File: src/rtl/tbase_pkg.sv
package tbase_pkg;
  localparam int DATA_W = 8;
  localparam int SEL_W  = 2;

  typedef enum logic [SEL_W-1:0] {
    SEL_STAT   = 2'd0,
    SEL_RELOAD = 2'd1,
    SEL_COUNT  = 2'd2,
    SEL_NONE   = 2'd3
  } regSel_e;

  // strobes from control to datapath
  typedef struct packed {
    logic advance;
    logic reloadWr;
  } dpStrobe_t;
endpackage

File: src/rtl/tbase_ctrl.sv
module tbase_ctrl
  import tbase_pkg::*;
(
  input  logic             clk,
  input  logic             rst_n,
  input  logic             tickEn,
  input  logic             haltMode,
  input  logic [SEL_W-1:0] regSel,
  input  logic             regWr,
  input  logic             regRd,
  input  logic             ieWrBit,
  input  logic             ovfPulse,
  output dpStrobe_t        strobe,
  output logic             ieQ,
  output logic             flagQ,
  output logic             irqReq
);
  regSel_e selCode;
  logic    statRead;
  logic    statWrite;

  always_comb begin
    selCode         = regSel_e'(regSel);
    statRead        = regRd && (selCode == SEL_STAT);
    statWrite       = regWr && (selCode == SEL_STAT);
    strobe.advance  = tickEn && !haltMode;
    strobe.reloadWr = regWr && (selCode == SEL_RELOAD);
  end

  // enable: software owned
  always_ff @(posedge clk) begin
    if (!rst_n)         ieQ <= 1'b0;
    else if (statWrite) ieQ <= ieWrBit;
  end

  // flag: a new event wins over a read-clear in the same cycle
  always_ff @(posedge clk) begin
    if (!rst_n)        flagQ <= 1'b0;
    else if (ovfPulse) flagQ <= 1'b1;
    else if (statRead) flagQ <= 1'b0;
  end

  always_ff @(posedge clk) begin
    if (!rst_n) irqReq <= 1'b0;
    else        irqReq <= ieQ && flagQ;
  end
endmodule

File: src/rtl/tbase_datapath.sv
module tbase_datapath
  import tbase_pkg::*;
#(
  parameter int CNT_W = DATA_W
) (
  input  logic             clk,
  input  logic             rst_n,
  input  dpStrobe_t        strobe,
  input  logic [CNT_W-1:0] wrData,
  output logic [CNT_W-1:0] countVal,
  output logic [CNT_W-1:0] reloadQ,
  output logic             ovfPulse
);
  localparam logic [CNT_W-1:0] CNT_TOP = {CNT_W{1'b1}};

  assign ovfPulse = strobe.advance && (countVal == CNT_TOP);

  always_ff @(posedge clk) begin
    if (!rst_n)               reloadQ <= '0;
    else if (strobe.reloadWr) reloadQ <= wrData;
  end

  always_ff @(posedge clk) begin
    if (!rst_n)              countVal <= '0;
    else if (ovfPulse)       countVal <= reloadQ;
    else if (strobe.advance) countVal <= countVal + 1'b1;
  end
endmodule

File: src/rtl/tbase_reload_timer.sv
module tbase_reload_timer
  import tbase_pkg::*;
(
  input  logic              clk,
  input  logic              rst_n,
  input  logic              tickEn,
  input  logic              haltMode,
  input  logic [SEL_W-1:0]  regSel,
  input  logic              regWr,
  input  logic              regRd,
  input  logic [DATA_W-1:0] wrData,
  output logic [DATA_W-1:0] rdData,
  output logic              irqReq
);
  dpStrobe_t         strobe;
  logic [DATA_W-1:0] countVal;
  logic [DATA_W-1:0] reloadQ;
  logic              ovfPulse;
  logic              ieQ;
  logic              flagQ;

  tbase_ctrl u_ctrl (
    .clk(clk), .rst_n(rst_n), .tickEn(tickEn), .haltMode(haltMode),
    .regSel(regSel), .regWr(regWr), .regRd(regRd), .ieWrBit(wrData[1]),
    .ovfPulse(ovfPulse), .strobe(strobe), .ieQ(ieQ), .flagQ(flagQ),
    .irqReq(irqReq)
  );

  tbase_datapath #(.CNT_W(DATA_W)) u_dp (
    .clk(clk), .rst_n(rst_n), .strobe(strobe), .wrData(wrData),
    .countVal(countVal), .reloadQ(reloadQ), .ovfPulse(ovfPulse)
  );

  always_comb begin
    unique case (regSel_e'(regSel))
      SEL_STAT:   rdData = {{(DATA_W-2){1'b0}}, ieQ, flagQ};
      SEL_RELOAD: rdData = reloadQ;
      SEL_COUNT:  rdData = countVal;
      default:    rdData = '0;
    endcase
  end
endmodule

File: config.mk
export PLATFORM = sky130hd
export DESIGN_NAME = tbase_reload_timer
export DESIGN_NICKNAME = d
export VERILOG_FILES = /design/src/rtl/tbase_pkg.sv /design/src/rtl/tbase_ctrl.sv /design/src/rtl/tbase_datapath.sv /design/src/rtl/tbase_reload_timer.sv
export SDC_FILE = /design/constraint.sdc
export NUM_CORES = 1
export LEC_CHECK = 0
export BUFFER_PORTS_ARGS = -buffer_cell sky130_fd_sc_hd__buf_2
export CAP_MARGIN = 20
export CORE_AREA = 4 4 59 61
export CTS_BUF_LIST = sky130_fd_sc_hd__clkbuf_8
export DETAILED_ROUTE_END_ITERATION = 8
export DIE_AREA = 0 0 63 65
export PLACE_DENSITY = 0.59
export SKIP_CTS_REPAIR_TIMING = 1
export SLEW_MARGIN = 20
export SYNTH_ARGS = -nofsm -noshare
export SYNTH_HDL_FRONTEND = slang
export SYNTH_SLANG_ARGS = --single-unit
File: constraint.sdc
create_clock -name clk -period 1.7 [get_ports clk]
set_input_delay 0.255 -clock clk [delete_from_list [all_inputs] [get_ports clk]]
set_output_delay 0.255 -clock clk [all_outputs]
set_load 0.01 [all_outputs]
Word level (Yosys, flattened, before mapping):

Index checks and enable logic that the tools add are counted.

* flip-flop bits (word level): 19
* latch bits: 0
* memory bits (writable): 0
* bits in read-only memories: 0
* bits of input ports: 16
* output and inout bits: 9
* memories kept: 0

* add/sub/neg operators: 1
* multipliers: 0
* divide/modulo/power cells: 0
* order comparisons: 0
* eq/ne operators: 3
* shifts and indexed selects: 0
* mux-type cells: 5
* bitwise logic cells: 0
* reduce and logical (&&, ||, !) cells: 10

Operators by type and width (number)
* 8-bit case mux with 3 select lines: 1
* 8-bit 2-to-1 mux: 2
* 8-bit by 1-bit adder with 8-bit output, second input constant: 1
* 8-bit equality test, second input constant: 1
* 1-bit logical AND: 6
* 2-bit nonzero test: 2
* 2-bit by 1-bit equality test with 1-bit output, second input constant: 1
* 2-bit equality test, second input constant: 1
* 2-bit logical NOT: 1
* 1-bit 2-to-1 mux: 2
* 1-bit logical NOT: 1

Longest topological paths before layout:

* word-level depth: 4
* mapped depth: 5

Cells and area by module:

From an unflattened synthesis, not the netlist that was laid out.

* cell total of the unflattened synthesis: 103
* area total of the unflattened synthesis: 979.7 um2

By module, submodules not included
* tbase_datapath: times used 1, cells an instance 77, area an instance 738.2 um2, sequential area each 320.3 um2
* tbase_ctrl: times used 1, cells an instance 13, area an instance 130.1 um2, sequential area each 60.1 um2
* tbase_reload_timer: times used 1, cells an instance 13, area an instance 111.4 um2, sequential area each 0.0 um2

Worst setup path after synthesis:

No wires, ideal clock.

* kind: register -> register
* start point: register u_dp.countVal[0]
* end point: register u_dp.countVal[1]
* library setup time: 130 ps
* arrival time: 1378 ps
* slack: 192 ps
* stages on the path, launching flop included: 6
* period minus slack after synthesis: 1508 ps
* cell sequence: dfxtp_1 ha_1 nand3b_1 nor3_4 mux2i_1 a21oi_2

* longest elaborated chain between the ends: 3
* elaborated cells on any way between the ends: 6
* classes of those cells: add/sub (1); eq/ne (1); mux (2); reduce/logical (2)

RTL lines
* start, declared: RTL line tbase_datapath.sv:10 `output logic [CNT_W-1:0] countVal,`
* start signal, assigned: RTL line tbase_datapath.sv:25 `else if (ovfPulse) countVal <= reloadQ;`
* start signal, assigned: RTL line tbase_datapath.sv:26 `else if (strobe.advance) countVal <= countVal + 1'b1;`
* 8-bit by 1-bit adder with 8-bit output or 8-bit equality test (tied branches): RTL line tbase_datapath.sv:26, tbase_datapath.sv:16
* 8-bit 2-to-1 mux or 1-bit logical AND (tied branches): RTL line tbase_datapath.sv:26, tbase_datapath.sv:16
* 8-bit 2-to-1 mux or 2-bit nonzero test (tied branches)

Several ways; a longest one is shown, not always the timed one. The select of a mux whose other input is x is not followed.
A chain may end at the register's enable or synchronous reset.

Worst setup path in the final report:

* start point: register u_dp.countVal[1]
* end point: register u_dp.countVal[1]

The elaborated chain is that of the path after synthesis.

==> results.json <==
{
  "yosysWarningCount": 0,
  "routed_wl_mm": 2.369,
  "tightest_slew_ps": 386.5,
  "status": "complete, no violations",
  "post-place-ws_ps": 58.02,
  "netlist_area_um2": 979.7,
  "avgViaCountPerCell": 5.439,
  "max_freq_mhz": 632.6,
  "yosysTopAreaCellShare": 0.3883,
  "gr-total-overflow": 0,
  "pwr-share-clk": 0.360,
  "max_slew_margin": 0.7423,
  "power_frac_seq": 0.534,
  "drv_slew": 0,
  "h-tree-depth": 1,
  "routedWlPerCell_um": 13.16,
  "cts.sinks": 19,
  "stdcell_count": 180,
  "drv_cap": 0,
  "grt_usage": 0.1215,
  "critical_path_required_ps": 1850,
  "synth_edf_count": 0,
  "core.rowCount": 20,
  "drive_gt1_frac": 0.2449,
  "syn_nets": 134,
  "synthCells": 117,
  "met2_usage": 0.2055,
  "cp-start-kind": "flop",
  "critPathSlowestCell": "dfxtp_1",
  "cts_root_buf": "clkbuf_8",
  "grt_pass1_vias": 924,
  "fp.dieW_um": 63,
  "clk_path_buf_depth": 2,
  "ir_drop_v": 0.0004666,
  "synth_mux_area_frac": 0.06258,
  "globalplace.congestion": 0.7912,
  "finalClockSkew_ps": 2.972,
  "finalWorstSetupSlack_ps": 119.3,
  "path_class": "flop to flop",
  "clk_latency_ps": 260,
  "die_h_um": 65,
  "diodes": 0,
  "p_leak_nw": 0.5076,
  "final_common_cell": "buf_2",
  "drt-initial-drc-count": 39,
  "synthAdderAreaFrac": 0.01277,
  "grt_start_max_net_pins": 20,
  "finalHoldViolations": 0,
  "fin_setup_tns_ps": 0,
  "avgSynthCellArea_um2": 8.373,
  "synth-xor-area-share": 0,
  "clk_pin_slew_ps": 70,
  "grt_use_met3": 0.02946,
  "dp_hpwl_mm": 1.787,
  "power_per_cell_area_nw_per_um2": 715.6,
  "die_area_um2": 4095,
  "drtPass1Iterations": 4,
  "finalCritPeriodShare": 0.9298,
  "most-common-layout-cells": "24 x buf_2, 19 x dfxtp_1, 18 x nand2_1",
  "setup_violations": 0,
  "arrival_ps": 1730,
  "ys_seq_area_frac": 0.3883,
  "netlist_top_cells_area": "dfxtp_1 39%, a21boi_0 7.7%, nand2_1 6.9%",
  "use_met1": 0.1503,
  "cts_tree": "built",
  "period_minus_slack_ps": 1581,
  "place_inst": 174,
  "yosys_register_bits": 19,
  "portBuffers": 24,
  "p_comb_frac": 0.106,
  "ant_nets": 0,
  "start_util": 0.3290,
  "synth_compound_area_frac": 0.2439,
  "switching_share": 0.2439,
  "synth_top_family_by_area": "simple AND/OR/NAND/NOR gates",
  "grt.busiest_layer": "met2",
  "antenna_found_initial": 0,
  "cp_max_fo": 6,
  "path_cells": "ha_1 > nand3b_1 > nor3_4 > mux2i_1 > a21oi_2",
  "synth-async-reset-ratio": 0,
  "worstSetupEndpointType": "flop",
  "p_switching_mw": 0.2121,
  "drc": 0,
  "min_path_type": "primary input to flop",
  "grt_pass1_wl_mm": 4.050,
  "slowest_delay_ps": 380,
  "synth_ff_type": "dfxtp_1",
  "synth-simple-area-share": 0.2759,
  "intPower_mw": 0.6574,
  "num_vias": 979,
  "rsz0062_at_grt": "false",
  "final_nets": 165,
  "synth_top_area_cell": "dfxtp_1",
  "syn_to_final_growth_pct": 24.01,
  "io_pins": 25,
  "core_um2": 2978,
  "synth.distinct_cells": 29,
  "cts_buffers": 3
}
==> path summary, 6_finish.rpt <==
kind,slack (ps),from,end,cells after the start
hold / removal,250,wrData[3],u_dp.reloadQ[3],3
hold reg to reg,480,u_ctrl.ieQ,u_ctrl.ieQ,2
setup / recovery,120,u_dp.countVal[1],u_dp.countVal[1],5
setup reg to reg,120,u_dp.countVal[1],u_dp.countVal[1],5
==> metrics by stage <==
stage | util | hold WS, ps | cell area (um^2) | power [mW]
floorplan | - | 393.3 | 979.7 | 0.5211
global placement | 0.3878 | 467.7 | 1155 | 0.5648
detailed placement | 0.3878 | 477.1 | 1155 | 0.5677
CTS | 0.4029 | 250.3 | 1200 | 0.8812
global route | 0.4080 | 266.7 | 1215 | 0.9033
finish | 0.4080 | 251.9 | 1215 | 0.8694
==> routing by layer <==
| metal | wire length [um] | up-vias |
|---|---|---|
| li1 | - | 489 |
| met1 | 1066 | 448 |
| met2 | 1080 | 39 |
| met3 | 196 | 3 |
| met4 | 25 | 0 |
| met5 | 0 | - |
==> flip-flops by register name, summed over array words and instances (netlist names) <==
| name | count |
|---|---|
| u_ctrl.ieQ | 1 |
| u_dp.countVal | 8 |
| u_dp.reloadQ | 8 |
| u_ctrl.irqReq | 1 |
| u_ctrl.flagQ | 1 |
==> synthesized netlist by cell type, drive strengths merged, types with 4 or more instances <==
master,count
dfxtp,19
nand2,18
nand3,12
a21boi,11
nor2,8
o21ai,7
a22o,6
mux2i,5
a31oi,4
==> power by group through the flow <==
| stage | clock network (mW) | registers (mW) | logic [mW] |
|---|---|---|---|
| floorplan | 0 | 0.473 | 0.0485 |
| global route | 0.333 | 0.465 | 0.105 |
| global placement | 0 | 0.474 | 0.0906 |
| CTS | 0.323 | 0.464 | 0.0939 |
| finish | 0.313 | 0.464 | 0.0924 |
| detailed placement | 0 | 0.474 | 0.0933 |
==> final cells by class <==
cell class	instances	area, um^2
clock inverters	1	3.754
multi-input cells	94	583.1
fillers	299	1763
flip-flops and latches	19	380.4
well taps	33	41.29
repair buffers	30	165.2
clock buffers	3	41.29
==> cells by family after synthesis <==
group,after synthesis
simple gates,53
compound gates,34
flops,19
mux,6
buf+inv,4
fa+ha+maj,1
==> critical path, delay by kind of cell (launching register included) <==
kind,cells,cell delay [ps]
AO/OA/AOI/OAI,1,80
AND/OR/NAND/NOR,2,500
adder cells (fa/ha/maj),1,230
multiplexers,1,280
flip-flops,1,380
(Power assumes the default switching activity.)
